[config.mk]
export PLATFORM = sky130hd
export DESIGN_NAME = lscan_readout
export DESIGN_NICKNAME = d
export VERILOG_FILES = /design/src/rtl/lscan_pkg.sv /design/src/rtl/lscan_clkgen.sv /design/src/rtl/lscan_seq.sv /design/src/rtl/lscan_strobe.sv /design/src/rtl/lscan_readout.sv
export SDC_FILE = /design/constraint.sdc
export NUM_CORES = 1
export LEC_CHECK = 0
export ABC_AREA = 0
export BUFFER_PORTS_ARGS = -buffer_cell sky130_fd_sc_hd__buf_2
export CAP_MARGIN = 20
export CORE_AREA = 10 10 101 103
export DETAILED_ROUTE_END_ITERATION = 8
export DIE_AREA = 0 0 111 113
export REMOVE_ABC_BUFFERS = 1
export SLEW_MARGIN = 40
export SYNTH_ARGS = -nofsm -noshare
export SYNTH_HDL_FRONTEND = slang
export SYNTH_SLANG_ARGS = --single-unit
[constraint.sdc]
create_clock -name clk -period 7.5 [get_ports clk]
set_input_delay 0 -clock clk [delete_from_list [all_inputs] [get_ports clk]]
set_output_delay 0 -clock clk [all_outputs]
set_load 0.1 [all_outputs]
[src/rtl/lscan_pkg.sv]
package lscan_pkg;

  // Sensor-clock phase events, each valid for one system cycle
  typedef struct packed {
    logic rise;
    logic fall;
  } sclk_tick_t;

  // Smallest half period (system cycles) that keeps the sensor clock legal
  function automatic int half_floor(input longint sys_hz, input longint max_hz);
    longint num;
    num = sys_hz + 2 * max_hz - 1;
    return int'(num / (2 * max_hz));
  endfunction

endpackage

[src/rtl/lscan_clkgen.sv]
module lscan_clkgen
  import lscan_pkg::*;
#(
  parameter int DIV_W    = 8,
  parameter int MIN_HALF = 13
) (
  input  logic             clk,
  input  logic             rst_n,
  input  logic             en,
  input  logic [DIV_W-1:0] half_div,
  output logic             sclk,
  output sclk_tick_t       tick
);

  localparam logic [DIV_W-1:0] MIN_H = DIV_W'(MIN_HALF);

  logic [DIV_W-1:0] cnt;
  logic [DIV_W-1:0] half_eff;
  logic             wrap;

  assign half_eff = (half_div < MIN_H) ? MIN_H : half_div;
  assign wrap     = en && (cnt >= half_eff - 1'b1);

  always_comb begin
    tick.rise = wrap && !sclk;
    tick.fall = wrap &&  sclk;
  end

  always_ff @(posedge clk) begin
    if (!rst_n || !en) begin
      cnt  <= '0;
      sclk <= 1'b0;
    end else if (wrap) begin
      cnt  <= '0;
      sclk <= ~sclk;
    end else begin
      cnt  <= cnt + 1'b1;
    end
  end

  AST_HALF_FLOOR: assert property (@(posedge clk) disable iff (!rst_n)
    (!$stable(sclk) && $past(en)) |-> ($past(cnt) >= MIN_H - 1'b1));

endmodule

[src/rtl/lscan_seq.sv]
module lscan_seq
  import lscan_pkg::*;
#(
  parameter int NPIX  = 128,
  parameter int LP_W  = 12,
  parameter int IDX_W = 8
) (
  input  logic             clk,
  input  logic             rst_n,
  input  logic             run,
  input  logic [LP_W-1:0]  line_period,
  input  sclk_tick_t       tick,
  output logic             si,
  output logic             busy,
  output logic             ev_start,
  output logic             ev_pix,
  output logic [IDX_W-1:0] ev_num,
  output logic             ev_done
);

  localparam logic [LP_W-1:0] NPIX_L   = LP_W'(NPIX);
  localparam logic [LP_W-1:0] LINE_MIN = LP_W'(NPIX + 2);
  localparam logic [LP_W-1:0] ECNT_MAX = '1;

  logic [LP_W-1:0] ecnt;       // rising edges of current line, 0 = idle
  logic [LP_W-1:0] period_eff;
  logic            start_cond;
  logic            idle_exit;
  logic            fall_w;

  assign period_eff = (line_period < LINE_MIN) ? LINE_MIN : line_period;
  assign fall_w     = tick.fall;

  // Raise the start line on a falling edge so it is stable around one rise
  assign start_cond = run && !si && ((ecnt == '0) || (ecnt >= period_eff - 1'b1));
  assign idle_exit  = !run && !si && (ecnt > NPIX_L);

  always_ff @(posedge clk) begin
    if (!rst_n) begin
      ecnt <= '0;
      si   <= 1'b0;
    end else begin
      if (tick.rise) begin
        if (si) begin
          ecnt <= LP_W'(1);
        end else if ((ecnt != '0) && (ecnt != ECNT_MAX)) begin
          ecnt <= ecnt + 1'b1;
        end
      end
      if (tick.fall) begin
        si <= start_cond;
        if (idle_exit) begin
          ecnt <= '0;
        end
      end
    end
  end

  assign busy     = si || (ecnt != '0);
  assign ev_start = tick.rise && si;
  assign ev_pix   = tick.rise && (si || ((ecnt != '0) && (ecnt < NPIX_L)));
  assign ev_num   = si ? IDX_W'(1) : IDX_W'(ecnt + 1'b1);
  assign ev_done  = tick.rise && !si && (ecnt == NPIX_L);

  AST_SI_ON_FALL: assert property (@(posedge clk) disable iff (!rst_n)
    !$stable(si) |-> $past(fall_w));

  AST_RESTART_GAP: assert property (@(posedge clk) disable iff (!rst_n)
    $rose(si) |-> (($past(ecnt) == '0) || ($past(ecnt) > NPIX_L)));

  AST_NO_START_STOPPED: assert property (@(posedge clk) disable iff (!rst_n)
    $rose(si) |-> $past(run));

endmodule

[src/rtl/lscan_strobe.sv]
module lscan_strobe #(
  parameter int IDX_W   = 8,
  parameter int SMP_DLY = 4
) (
  input  logic             clk,
  input  logic             rst_n,
  input  logic             load,
  input  logic [IDX_W-1:0] num,
  output logic             pix_valid,
  output logic [IDX_W-1:0] pix_index
);

  localparam int CNT_W = $clog2(SMP_DLY + 1);
  localparam logic [CNT_W-1:0] DLY_L = CNT_W'(SMP_DLY);
  localparam logic [CNT_W-1:0] ONE_L = CNT_W'(1);

  logic [CNT_W-1:0] dcnt;

  always_ff @(posedge clk) begin
    if (!rst_n) begin
      dcnt      <= '0;
      pix_valid <= 1'b0;
      pix_index <= '0;
    end else begin
      pix_valid <= (dcnt == ONE_L);
      if (load) begin
        dcnt      <= DLY_L;
        pix_index <= num;
      end else if (dcnt != '0) begin
        dcnt <= dcnt - 1'b1;
      end
    end
  end

  AST_NO_OVERLAP: assert property (@(posedge clk) disable iff (!rst_n)
    load |-> (dcnt <= ONE_L));

  AST_VALID_PULSE: assert property (@(posedge clk) disable iff (!rst_n)
    pix_valid |=> !pix_valid);

endmodule

[src/rtl/lscan_readout.sv]
module lscan_readout
  import lscan_pkg::*;
#(
  parameter longint SYS_HZ      = 125_000_000,
  parameter longint MAX_SCLK_HZ = 5_000_000,
  parameter int     NPIX        = 128,
  parameter int     DIV_W       = 8,
  parameter int     LP_W        = 12,
  parameter int     SMP_DLY     = 4,
  localparam int    IDX_W       = $clog2(NPIX + 1)
) (
  input  logic             clk,
  input  logic             rst_n,
  input  logic             run,
  input  logic [DIV_W-1:0] half_div,
  input  logic [LP_W-1:0]  line_period,
  output logic             scan_clk,
  output logic             scan_start,
  output logic             pix_valid,
  output logic [IDX_W-1:0] pix_index,
  output logic             frame_start,
  output logic             frame_done
);

  localparam int MIN_HALF = half_floor(SYS_HZ, MAX_SCLK_HZ);
  localparam logic [IDX_W-1:0] NPIX_I = IDX_W'(NPIX);

  sclk_tick_t       tick;
  logic             busy;
  logic             sclk_en;
  logic             ev_start;
  logic             ev_pix;
  logic             ev_done;
  logic [IDX_W-1:0] ev_num;

  // Keep the clock running until it is low and no line is pending
  assign sclk_en = run || busy || scan_clk;

  lscan_clkgen #(
    .DIV_W    (DIV_W),
    .MIN_HALF (MIN_HALF)
  ) u_clkgen (
    .clk      (clk),
    .rst_n    (rst_n),
    .en       (sclk_en),
    .half_div (half_div),
    .sclk     (scan_clk),
    .tick     (tick)
  );

  lscan_seq #(
    .NPIX  (NPIX),
    .LP_W  (LP_W),
    .IDX_W (IDX_W)
  ) u_seq (
    .clk         (clk),
    .rst_n       (rst_n),
    .run         (run),
    .line_period (line_period),
    .tick        (tick),
    .si          (scan_start),
    .busy        (busy),
    .ev_start    (ev_start),
    .ev_pix      (ev_pix),
    .ev_num      (ev_num),
    .ev_done     (ev_done)
  );

  lscan_strobe #(
    .IDX_W   (IDX_W),
    .SMP_DLY (SMP_DLY)
  ) u_strobe (
    .clk       (clk),
    .rst_n     (rst_n),
    .load      (ev_pix),
    .num       (ev_num),
    .pix_valid (pix_valid),
    .pix_index (pix_index)
  );

  // Line markers line up with the cycle the sensor clock goes high
  always_ff @(posedge clk) begin
    if (!rst_n) begin
      frame_start <= 1'b0;
      frame_done  <= 1'b0;
    end else begin
      frame_start <= ev_start;
      frame_done  <= ev_done;
    end
  end

  AST_IDX_RANGE: assert property (@(posedge clk) disable iff (!rst_n)
    pix_valid |-> ((pix_index != '0) && (pix_index <= NPIX_I)));

  AST_DONE_PULSE: assert property (@(posedge clk) disable iff (!rst_n)
    frame_done |-> ($rose(scan_clk) && !$past(frame_done)));

  AST_START_ON_RISE: assert property (@(posedge clk) disable iff (!rst_n)
    frame_start |-> ($rose(scan_clk) && !frame_done));

endmodule

==> key figures <==
Drt
  – Vias per inst: 5.50
  – DR vias: 2651
  – DRC: 0
  – Drt pass-1 iters: 4
  – Wire per inst: 14.2 um
  – Routed Wire Length: 6830 um
  – Drt first-iter violations: 236
  – Final ANT Viol Nets: 0

Global route
  – Vias in the first global route: 2527
  – Largest net degree at the start of global routing: 36
  – Total grt overflow: 0
  – Initial antenna violation count: 0
  – First-pass GRT wire length: 12000 um
  – Gr usage total: 10.8%

Placed design
  – # port buffers: 35
  – Routability congestion estimate: 0.812
  – Detailed placer's ending HPWL: 5110 um

Worst hold path
  – Endpoint, Worst Hold: u_strobe.pix_valid
  – Cells on Worst Hold Path: 3
  – Hold_sp: rst_n
  – Hold WC Path Type: primary input to register

Critical path
  – CP startpoint kind: primary input
  – CP bufs+invs: 2
  – CP Cell Sequence: buf_2, or4_1, o31ai_1, nand2_1, nand2_1, ha_1, inv_1, or4_1, nor3_1, mux2i_1, ha_1, a21o_1, a21oi_1, nand2_1, a21oi_1, o41ai_1
  – Crit. End Element: register
  – Worst-case reg-to-reg path depth: 7
  – Critical Path Stages: 16
  – Critical path's largest stage delay: 590 ps
  – CP max stage cell: or4_1
  – Crit path DAT: 3550 ps
  – Family with the most delay on the worst path: simple AND/OR/NAND/NOR gates
  – CP Max Fanout: 7
  – Crit path top cell by count: nand2_1
  – Crit path required time: 7640 ps
  – Reg2Reg Setup Slack: 5050 ps
  – FF-to-FF Start: u_clkgen.cnt[2]
  – R2r endpoint: u_seq.ecnt[0]
  – Crit Path Category: primary input to register

Job
  – Max Cap Viol: 0

Layout
  – Final design utilization: 38.3%
  – Area Growth Syn to Fin: 12.3%
  – Layout cells sized above 1: 13.8%
  – Antenna Cells: 0
  – Layout Nets: 430
  – # fillers: 823

STA
  – Worst relative slew slack: 49.3%
  – Slew Limit Fails: 0
  – WHS: 37.5 ps
  – Final setup viols: 0
  – Final Hold Violating Endpoints: 0
  – Unrepaired setup endpoints after global routing: no
  – Fin crit period: 3420 ps
  – Slew @ Worst Pin: 760 ps
  – Period utilisation layout: 45.6%
  – Highest attainable clock frequency: 0.293 GHz
  – Clock Skews: 7.84 ps
  – Setup TNS: 0 ps

Floorplanning
  – Starting Density: 34.1%
  – Chip width: 111 um
  – Die area: 12500 sq um
  – Core area: 8130 sq um
  – Chip Height: 113 um
  – Io pins: 36
  – Row count: 33

CTS
  – Clk_lat worst skew: 280 ps
  – Root Buffer: clkbuf_8
  – # Post-CTS Setup Buffers: 0
  – Largest buffer count on any clock path: 2
  – Num CTS Buffers: 5
  – CTS tree: done
  – CTS resizes: 0
  – Clock slew at the register clock pins of the worst setup and hold paths: 60 ps
  – Num Clock Sinks: 36
  – Max H-tree Level: 2

Logic synthesis
  – Avg Cell Area, Syn: 7.84 sq um
  – Async set-reset flop share out of synthesis: 0%
  – Yosys warns: 0
  – Yosys cell types: 48
  – EDFF count, synth: 0
  – Cell area after synthesis: 2780 sq um
  – Post-Synthesis Cells: 354
  – Seq/Total Area, Yosys: 26.0%
  – Synth Flop Type: dfxtp_1
  – Synth Register Bits: 36

Outcome
  – Outcome: complete, no violations

Power and ir drop
  – Maximum VDD drop: 57.8 uV
  – Power Density: 159 nW/um^2
  – Leakage power: 0.00125 uW
-- cell usage in the layout, fill, tap and decap left out, types with 6 or more instances in the layout --
cell type  instances
ha_1              28
xor2_1            10
and3_1             7
nand4_1           12
nor3_1            14
nand4b_1           6
buf_2             35
inv_1             11
or4_1              6
nand3_1           11
a21oi_1           24
o21ai_0           14
nand2_1           22
xnor2_1            7
nor2_1            32
dfxtp_1           35
a31oi_1           12
nand2b_1           6
o31ai_1           11
-- power breakdown --
group | leakage (uW) | switching, uW | internal (uW)
logic | 0.000925 | 91.1 | 61.1
clock network | 0.0000359 | 60.0 | 59.7
registers | 0.000293 | 17.4 | 206
-- synthesized netlist by cell type, types with 2 or more instances --
library cell	instances	area [sq um]
dfxtp_1	36	721
nor2_1	32	120
ha_1	28	350
a21oi_1	24	120
nand2_1	22	82.6
clkbuf_1	20	75.1
o21ai_0	15	75.1
nor3_1	14	70.1
a31oi_1	12	75.1
nand4_1	12	75.1
inv_1	11	41.3
nand3_1	11	55.1
o31ai_1	11	82.6
xor2_1	10	87.6
and3_1	7	43.8
xnor2_1	7	61.3
nand2b_1	6	37.5
nand4b_1	6	52.6
nor4_1	6	37.5
or4_1	6	45.0
and2_1	5	31.3
nor2b_1	5	31.3
a211oi_1	4	30.0
a21o_1	4	30.0
mux2i_1	4	40.0
nand3b_1	4	30.0
or3_1	4	25.0
o2111ai_1	3	26.3
o41ai_1	3	26.3
a211o_1	2	17.5
and4_1	2	17.5
o211ai_1	2	15.0
-- worst min-delay path, stage by stage --
cell,delay (ps)
buf_2,150
nand2_1,90
nor2_1,30
-- flip-flops by register name (all words and copies together), names as in the netlist --
register and count:
u_strobe.pix_valid 1, frame_done 1, u_seq.ecnt 12, u_clkgen.cnt 8
u_seq.si 1, u_clkgen.sclk 1, frame_start 1, u_strobe.dcnt 3
u_strobe.pix_index 8
-- per-stage QoR --
stage | worst slack [ps] | total power [uW] | std cells | cell area [sq um]
after CTS | 3680 | 502 | 482 | 3100
after detailed placement | 3380 | 380 | 476 | 3020
after global routing | 3710 | 534 | 482 | 3120
final | 4080 | 496 | 482 | 3120
after global placement | 3550 | 377 | 476 | 3020
after floorplan | 3660 | 337 | 334 | 2700
-- final cells by class --
class | count | area (sq um) | share of cell area, %
flip-flops and latches | 36 | 722 | 23.2
well taps | 105 | 131 | 4.22
clock buffers | 5 | 68.8 | 2.21
inverters | 11 | 41.3 | 1.32
multi-input cells | 287 | 1950 | 62.7
repair buffers | 38 | 200 | 6.42
-- worst max path at each step --
stage | startpoint | to | slack [ps]
floorplan | half_div[6] | u_seq.ecnt[0] | 3660
global placement | half_div[6] | u_seq.ecnt[0] | 3550
detailed placement | half_div[6] | u_seq.ecnt[0] | 3380
CTS | half_div[6] | u_seq.ecnt[0] | 3680
global route | line_period[5] | u_seq.si | 3710
finish | line_period[5] | u_seq.si | 4080
-- kinds of logic after synthesis --
logic type / count (synthesis) / synth area share (%)
AOI/OAI and AO/OA: 88 / 20.4
xor gates and xnor gates: 17 / 5.36
adders and majority gates: 28 / 12.6
buffers and inverters: 31 / 4.19
DFF: 36 / 26.0
muxes: 5 / 1.85
and+or+nand+nor: 149 / 29.6
-- metal layers --
metal	wire (um)	up-vias	track usage [%]
met5	0	-	0
met4	75	0	2.86
met3	360	8	2.22
met2	2990	68	16.9
met1	3400	1200	14.6
li1	-	1375	-
-- timing repair --
action / CTS / global route
hold buffers: 1 / 0
setup endpoints to repair: 0 / 0
hold endpoints to repair: 1 / 0
Power figures use the tool's default switching activity.
